`src/rtl/sdram_seq_pkg.sv`:
```
package sdram_seq_pkg;

  // Pin pattern {CS_N, RAS_N, CAS_N, WE_N}
  typedef enum logic [3:0] {
    PIN_MODE = 4'b0000,
    PIN_REF  = 4'b0001,
    PIN_PRE  = 4'b0010,
    PIN_ACT  = 4'b0011,
    PIN_WR   = 4'b0100,
    PIN_RD   = 4'b0101,
    PIN_BST  = 4'b0110,
    PIN_NOP  = 4'b0111
  } pinCmd_e;

  // Where the address pins take their value from
  typedef enum logic [2:0] {
    SRC_NONE,
    SRC_ROW,
    SRC_PRE_SEL,
    SRC_PRE_ALL,
    SRC_MODE,
    SRC_COL
  } addrSrc_e;

  typedef struct packed {
    logic     capture;  // latch column, bank and auto-precharge
    pinCmd_e  cmd;
    addrSrc_e src;
  } seqStrobe_t;

endpackage

```
`src/rtl/sdram_seq_tap.sv`:
```
module sdram_seq_tap #(
  parameter int LEN     = 8,
  parameter bit TAP_ANY = 1'b0
) (
  input  logic clk,
  input  logic rstN,
  input  logic load,
  output logic tapOut
);

  logic [LEN-1:0] stages;

  generate
    if (LEN == 1) begin : g_single
      always_ff @(posedge clk) begin
        if (!rstN) stages <= '0;
        else       stages <= load;
      end
    end else begin : g_chain
      always_ff @(posedge clk) begin
        if (!rstN) stages <= '0;
        else       stages <= {stages[LEN-2:0], load};
      end
    end

    if (TAP_ANY) begin : g_any
      assign tapOut = |stages;
    end else begin : g_last
      assign tapOut = stages[LEN-1];
    end
  endgenerate

endmodule

```
`src/rtl/sdram_seq_ctrl.sv`:
```
module sdram_seq_ctrl
  import sdram_seq_pkg::*;
#(
  parameter int BUSY_LEN = 8,
  parameter int TRCD     = 3,
  parameter int TWR      = 6
) (
  input  logic       clk,
  input  logic       rstN,
  input  logic       reqInitPre,
  input  logic       reqRefresh,
  input  logic       reqModeLoad,
  input  logic       reqPrecharge,
  input  logic       reqWrite,
  input  logic       reqRead,
  input  logic       pageStop,
  output seqStrobe_t strb,
  output logic       cmdDone
);

  localparam int NUM_REQ = 6;

  logic               wrBlock;
  logic               colIssue;
  logic               accept;
  logic               pendWrite;
  logic               selWrite;
  logic [NUM_REQ-1:0] elig;

  // Precharge of either kind is masked while write recovery runs
  assign elig = {reqRead, reqWrite, reqPrecharge & ~wrBlock,
                 reqModeLoad, reqRefresh, reqInitPre & ~wrBlock};
  assign accept = !cmdDone && (|elig);

  always_comb begin
    strb     = '{capture: 1'b0, cmd: PIN_NOP, src: SRC_NONE};
    selWrite = 1'b0;
    if (colIssue) begin
      strb.cmd = pendWrite ? PIN_WR : PIN_RD;
      strb.src = SRC_COL;
    end else if (accept) begin
      if (elig[0]) begin
        strb.cmd = PIN_PRE;  strb.src = SRC_PRE_ALL;
      end else if (elig[1]) begin
        strb.cmd = PIN_REF;
      end else if (elig[2]) begin
        strb.cmd = PIN_MODE; strb.src = SRC_MODE;
      end else if (elig[3]) begin
        strb.cmd = PIN_PRE;  strb.src = SRC_PRE_SEL;
      end else begin
        strb.cmd     = PIN_ACT;
        strb.src     = SRC_ROW;
        strb.capture = 1'b1;
        selWrite     = elig[4];
      end
    end else if (pageStop && cmdDone) begin
      strb.cmd = PIN_BST;
    end
  end

  always_ff @(posedge clk) begin
    if (!rstN)             pendWrite <= 1'b0;
    else if (strb.capture) pendWrite <= selWrite;
  end

  // Busy window: token travels BUSY_LEN stages, busy while any is set
  sdram_seq_tap #(.LEN(BUSY_LEN), .TAP_ANY(1'b1)) busyTapI (
    .clk(clk), .rstN(rstN), .load(accept), .tapOut(cmdDone));

  // Row-to-column gap: column command when the token reaches the end
  sdram_seq_tap #(.LEN(TRCD), .TAP_ANY(1'b0)) rcdTapI (
    .clk(clk), .rstN(rstN), .load(strb.capture), .tapOut(colIssue));

  // Write recovery: precharge blocked while the token is in flight
  sdram_seq_tap #(.LEN(TWR), .TAP_ANY(1'b1)) wrTapI (
    .clk(clk), .rstN(rstN), .load(colIssue && pendWrite), .tapOut(wrBlock));

endmodule

```
`src/rtl/sdram_seq_dpath.sv`:
```
module sdram_seq_dpath
  import sdram_seq_pkg::*;
#(
  parameter int ROW_W  = 12,
  parameter int COL_W  = 8,
  parameter int BANK_W = 2,
  parameter int AP_BIT = 10
) (
  input  logic              clk,
  input  logic              rstN,
  input  seqStrobe_t        strb,
  input  logic [ROW_W-1:0]  rowAddr,
  input  logic [COL_W-1:0]  colAddr,
  input  logic [BANK_W-1:0] bankAddr,
  input  logic              autoPre,
  input  logic              preAll,
  input  logic [ROW_W-1:0]  modeWord,
  output logic              sdCke,
  output logic [3:0]        pinCode,
  output logic [ROW_W-1:0]  sdAddr,
  output logic [BANK_W-1:0] sdBa
);

  logic [COL_W-1:0]  colQ;
  logic [BANK_W-1:0] bankQ;
  logic              apQ;
  pinCmd_e           pinQ;
  logic [ROW_W-1:0]  addrNext;
  logic [BANK_W-1:0] baNext;

  always_ff @(posedge clk) begin
    if (!rstN) begin
      colQ  <= '0;
      bankQ <= '0;
      apQ   <= 1'b0;
    end else if (strb.capture) begin
      colQ  <= colAddr;
      bankQ <= bankAddr;
      apQ   <= autoPre;
    end
  end

  always_comb begin
    addrNext = '0;
    baNext   = '0;
    case (strb.src)
      SRC_ROW: begin
        addrNext = rowAddr;
        baNext   = bankAddr;
      end
      SRC_PRE_SEL: begin
        addrNext[AP_BIT] = preAll;
        baNext           = bankAddr;
      end
      SRC_PRE_ALL: addrNext[AP_BIT] = 1'b1;
      SRC_MODE:    addrNext = modeWord;
      SRC_COL: begin
        addrNext[COL_W-1:0] = colQ;
        addrNext[AP_BIT]    = apQ;
        baNext              = bankQ;
      end
      default: ;
    endcase
  end

  always_ff @(posedge clk) begin
    if (!rstN) begin
      pinQ   <= PIN_NOP;
      sdAddr <= '0;
      sdBa   <= '0;
      sdCke  <= 1'b0;
    end else begin
      pinQ   <= strb.cmd;
      sdAddr <= addrNext;
      sdBa   <= baNext;
      sdCke  <= 1'b1;
    end
  end

  assign pinCode = pinQ;

endmodule

```
`src/rtl/sdram_cmd_seq.sv`:
```
module sdram_cmd_seq
  import sdram_seq_pkg::*;
#(
  parameter int ROW_W    = 12,
  parameter int COL_W    = 8,
  parameter int BANK_W   = 2,
  parameter int AP_BIT   = 10,
  parameter int BUSY_LEN = 8,
  parameter int TRCD     = 3,
  parameter int TWR      = 6
) (
  input  logic              clk,
  input  logic              rstN,
  input  logic              reqInitPre,
  input  logic              reqRefresh,
  input  logic              reqModeLoad,
  input  logic              reqPrecharge,
  input  logic              reqWrite,
  input  logic              reqRead,
  input  logic              pageStop,
  input  logic [ROW_W-1:0]  rowAddr,
  input  logic [COL_W-1:0]  colAddr,
  input  logic [BANK_W-1:0] bankAddr,
  input  logic              autoPre,
  input  logic              preAll,
  input  logic [ROW_W-1:0]  modeWord,
  output logic              cmdDone,
  output logic              sdCke,
  output logic              sdCsN,
  output logic              sdRasN,
  output logic              sdCasN,
  output logic              sdWeN,
  output logic [ROW_W-1:0]  sdAddr,
  output logic [BANK_W-1:0] sdBa
);

  seqStrobe_t strb;
  logic [3:0] pinCode;

  sdram_seq_ctrl #(.BUSY_LEN(BUSY_LEN), .TRCD(TRCD), .TWR(TWR)) ctrlI (
    .clk(clk), .rstN(rstN),
    .reqInitPre(reqInitPre), .reqRefresh(reqRefresh),
    .reqModeLoad(reqModeLoad), .reqPrecharge(reqPrecharge),
    .reqWrite(reqWrite), .reqRead(reqRead), .pageStop(pageStop),
    .strb(strb), .cmdDone(cmdDone));

  sdram_seq_dpath #(.ROW_W(ROW_W), .COL_W(COL_W), .BANK_W(BANK_W),
                    .AP_BIT(AP_BIT)) dpathI (
    .clk(clk), .rstN(rstN), .strb(strb),
    .rowAddr(rowAddr), .colAddr(colAddr), .bankAddr(bankAddr),
    .autoPre(autoPre), .preAll(preAll), .modeWord(modeWord),
    .sdCke(sdCke), .pinCode(pinCode), .sdAddr(sdAddr), .sdBa(sdBa));

  assign {sdCsN, sdRasN, sdCasN, sdWeN} = pinCode;

endmodule

```
`config.mk`:
```
export PLATFORM = sky130hd
export DESIGN_NAME = sdram_cmd_seq
export DESIGN_NICKNAME = d
export VERILOG_FILES = /design/src/rtl/sdram_seq_pkg.sv /design/src/rtl/sdram_seq_tap.sv /design/src/rtl/sdram_seq_ctrl.sv /design/src/rtl/sdram_seq_dpath.sv /design/src/rtl/sdram_cmd_seq.sv
export SDC_FILE = /design/constraint.sdc
export NUM_CORES = 1
export LEC_CHECK = 0
export BUFFER_PORTS_ARGS = -buffer_cell sky130_fd_sc_hd__buf_2
export CORE_MARGIN = 1
export CORE_UTILIZATION = 26
export DETAILED_ROUTE_END_ITERATION = 10
export PLACE_DENSITY_LB_ADDON = 0.3
export SLEW_MARGIN = 20
export SYNTH_ARGS = -nofsm -noshare
export SYNTH_HDL_FRONTEND = slang
export SYNTH_HIERARCHICAL = 1
export SYNTH_SLANG_ARGS = --single-unit
```
`constraint.sdc`:
```
create_clock -name clk -period 2.96 [get_ports clk]
set_input_delay 0.296 -clock clk [delete_from_list [all_inputs] [get_ports clk]]
set_output_delay 0.296 -clock clk [all_outputs]
set_load 0.01 [all_outputs]
```
==> results.json <==
{
  "leakagePower_nw": 1.049,
  "timing.fmax_ghz": 0.4291,
  "startpoint": "ctrlI/busyTapI/stages[1]",
  "gr-total-overflow": 0,
  "ys_async_sr_fraction_pct": 0,
  "clockBufferDepth": 2,
  "yosysUniqueCellTypes": 41,
  "crit_slowest_cell": "a31o_2",
  "grt_antenna_before_repair": 1,
  "area_growth_pct": 25.24,
  "r2r_slack_ns": 0.63,
  "netlist_top_cells_area": "dfxtp_1 (49%), and2_1 (5.7%), mux2i_1 (5.6%)",
  "holdCritPathClass": "in -> reg",
  "htreeDepth": 2,
  "p_seq_share_pct": 51.7,
  "powerDensity_nw_per_um2": 531.2,
  "synth.most_common_cell": "dfxtp_1",
  "internal_power_mw": 0.9698,
  "clk_pin_slew_ns": 0.09,
  "reg2reg_from": "ctrlI/busyTapI/stages[1]",
  "synth_area_per_cell_um2": 10.44,
  "switching_share_pct": 25.74,
  "rows": 31,
  "ctsRootBufferMaster": "clkbuf_8",
  "path_class": "reg -> reg",
  "drtPass1Iterations": 4,
  "start_util_pct": 26.92,
  "yosysTopAreaCell": "dfxtp_1",
  "synth_commonest_cells": "dfxtp_1 (48), and2_1 (18), nor2_1 (18), nor2b_1 (14), mux2i_1 (11)",
  "synth_area_um2": 1963,
  "cts_resized": 0,
  "max_cap_viol_count": 0,
  "wl_per_cell_um": 11.96,
  "r2r-end": "dpathI/sdAddr[10]",
  "ys_ff_latch": 48,
  "routed_wl_mm": 4.235,
  "clk_latency_ns": 0.30,
  "hold_viol": 0,
  "gp_congestion": 0.7714,
  "ioPinCount": 65,
  "grt_pass1_wl_mm": 6.561,
  "hold_buffers": 0,
  "endpoint": "dpathI/sdAddr[10]",
  "placed_area_um2": 2366,
  "tns_ns": 0,
  "cts_buffers": 5,
  "critPathRequiredTime_ns": 3.17,
  "comb_power_share_pct": 17.8,
  "ys_warn_count": 6,
  "io_buffers": 64,
  "dp_hpwl_mm": 3.147,
  "worst-slew-pin-transition_ns": 0.5716,
  "cp.arrival_ns": 2.54,
  "drc_errors": 0,
  "drt_iter0_drc": 35,
  "antenna_cells_inserted": 0,
  "start_kind": "register",
  "cts_sinks": 48,
  "crit_chain": "nor4_1 -> nand2_1 -> nor2b_1 -> a31o_2 -> ha_1 -> nor2_1 -> o211ai_1 -> o211ai_1",
  "cts_setup_buffers": 0,
  "slew_viol_final": 0,
  "ys_seq_area_share_pct": 48.95,
  "finClkSkew_ns": 0.005518,
  "power_switching_mw": 0.3363,
  "setup_viol": 0,
  "core_area_um2": 7292,
  "syn_nets": 234,
  "clkPwrFrac_pct": 30.4,
  "synth-edff-count": 0,
  "slew_headroom_pct": 61.89,
  "final_nets": 300,
  "grt_usage_pct": 11.00,
  "crit_top_cell": "o211ai_1",
  "grt_pass1_vias": 1413,
  "die-area_um2": 7902,
  "period_share_pct": 78.73,
  "critical-path-max-stage-delay_ns": 0.45,
  "status": "finished, final reports clean",
  "synthFlopType": "dfxtp_1",
  "max-vdd-ir-drop_uv": 162.9,
  "stdcell_area_um2": 2459,
  "synth_top_area_share_pct": 48.95,
  "fp.dieW_um": 88.90,
  "drive_above_1_share_pct": 38.04,
  "cts_tree": "built",
  "die_h_um": 88.90,
  "vias": 1493,
  "drtAntennaViolNets": 0,
  "fill_cells": 804,
  "rsz0062_at_grt": "false",
  "synthCells": 188,
  "min_path_cells": 3,
  "r2r_cells": 8,
  "post-route-min-period_ns": 2.331,
  "grt_max_degree": 41,
  "cp_max_fo": 17,
  "viasPerCell": 4.218,
  "crit_path_end_kind": "register"
}
[sequential cells by signal, summed over array words and instances (netlist names)]
register and flops:
ctrlI/pendWrite 1, ctrlI/rcdTapI/stages 3, dpathI/sdAddr 12, dpathI/pinCode 4
dpathI/sdBa 2, dpathI/bankQ 2, ctrlI/wrTapI/stages 6, ctrlI/busyTapI/stages 8
dpathI/colQ 8, dpathI/apQ 1, dpathI/sdCke 1
[cells by family after synthesis]
logic type	share of synthesized area, %
and+or+nand+nor	22.37
DFF	48.95
AOI/OAI and AO/OA	11.85
muxes	11.73
buffers and inverters	3.824
adders and majority gates	0.6372
other	0.1910
xor gates and xnor gates	0.4462
[layer usage]
layer / share of wire (%) / track usage, % / vias up
met4: 2.1 / 4.399 / 2
met3: 5.9 / 3.601 / 8
met5: 0.24 / 0 / -
met1: 45 / 13.11 / 674
li1: - / - / 775
met2: 46 / 18.32 / 34
[placed cells by master, fill, tap and decap left out, types with 2 or more instances in the layout]
master,count
a21oi_1,3
a22oi_1,6
a22oi_2,5
a31o_2,2
and2_1,18
and4_1,2
buf_2,64
buf_4,3
clkbuf_8,6
clkinv_2,2
dfxtp_1,48
inv_1,3
mux2_2,4
mux2_4,5
mux2i_1,11
nand2_1,9
nand2b_1,4
nor2_1,18
nor2b_1,14
nor3b_1,2
nor4_1,4
o211ai_1,2
o21a_1,2
o21ai_0,2
[final cells by class]
cell class	count	area [um2]	share of cell area, %
tap	99	123.9	5.038
multi-input combinational	129	927.1	37.71
sequential	48	960.9	39.08
clock inverter	2	10.01	0.4071
timing repair buffer	67	342.8	13.94
inverter	3	11.26	0.4580
clock buffer	6	82.58	3.359
[how the worst min path moves through the flow]
stage                     slack (ns)                    start                       to
after floorplan                 0.32                     rstN             dpathI/sdCke
after global placement          0.41  ctrlI/rcdTapI/stages[0]  ctrlI/rcdTapI/stages[1]
after detailed placement        0.41  ctrlI/rcdTapI/stages[0]  ctrlI/rcdTapI/stages[1]
after CTS                       0.24               rowAddr[5]         dpathI/sdAddr[5]
after global routing            0.25               rowAddr[5]         dpathI/sdAddr[5]
final                           0.24             modeWord[11]        dpathI/sdAddr[11]
[critical path, delay by kind of cell (launching register included)]
kind	cells	cell delay, ns
DFF	1	0.32
and+or+nand+nor	4	0.84
adders and majority gates	1	0.33
AOI/OAI and AO/OA	3	0.76
[power by group through the flow]
stage               registers, mW  logic, mW  clock network [mW]
detailed placement          0.691      0.235                   0
floorplan                   0.698      0.158                   0
global placement            0.691      0.235                   0
finish                      0.676      0.233               0.397
global route                0.679      0.259               0.439
CTS                         0.676      0.236               0.414
[stage by stage]
step	hold slack (ns)	power, mW	instances	setup WS [ns]	util (%)
floorplan	0.3237	0.8561	188	0.7590	-
global placement	0.4079	0.9252	346	0.6779	32.45
detailed placement	0.4149	0.9260	346	0.6718	32.45
CTS	0.2375	1.326	354	0.6406	33.72
global route	0.2502	1.377	354	0.4552	33.72
finish	0.2401	1.306	354	0.6295	33.72
(Power assumes the default switching activity.)
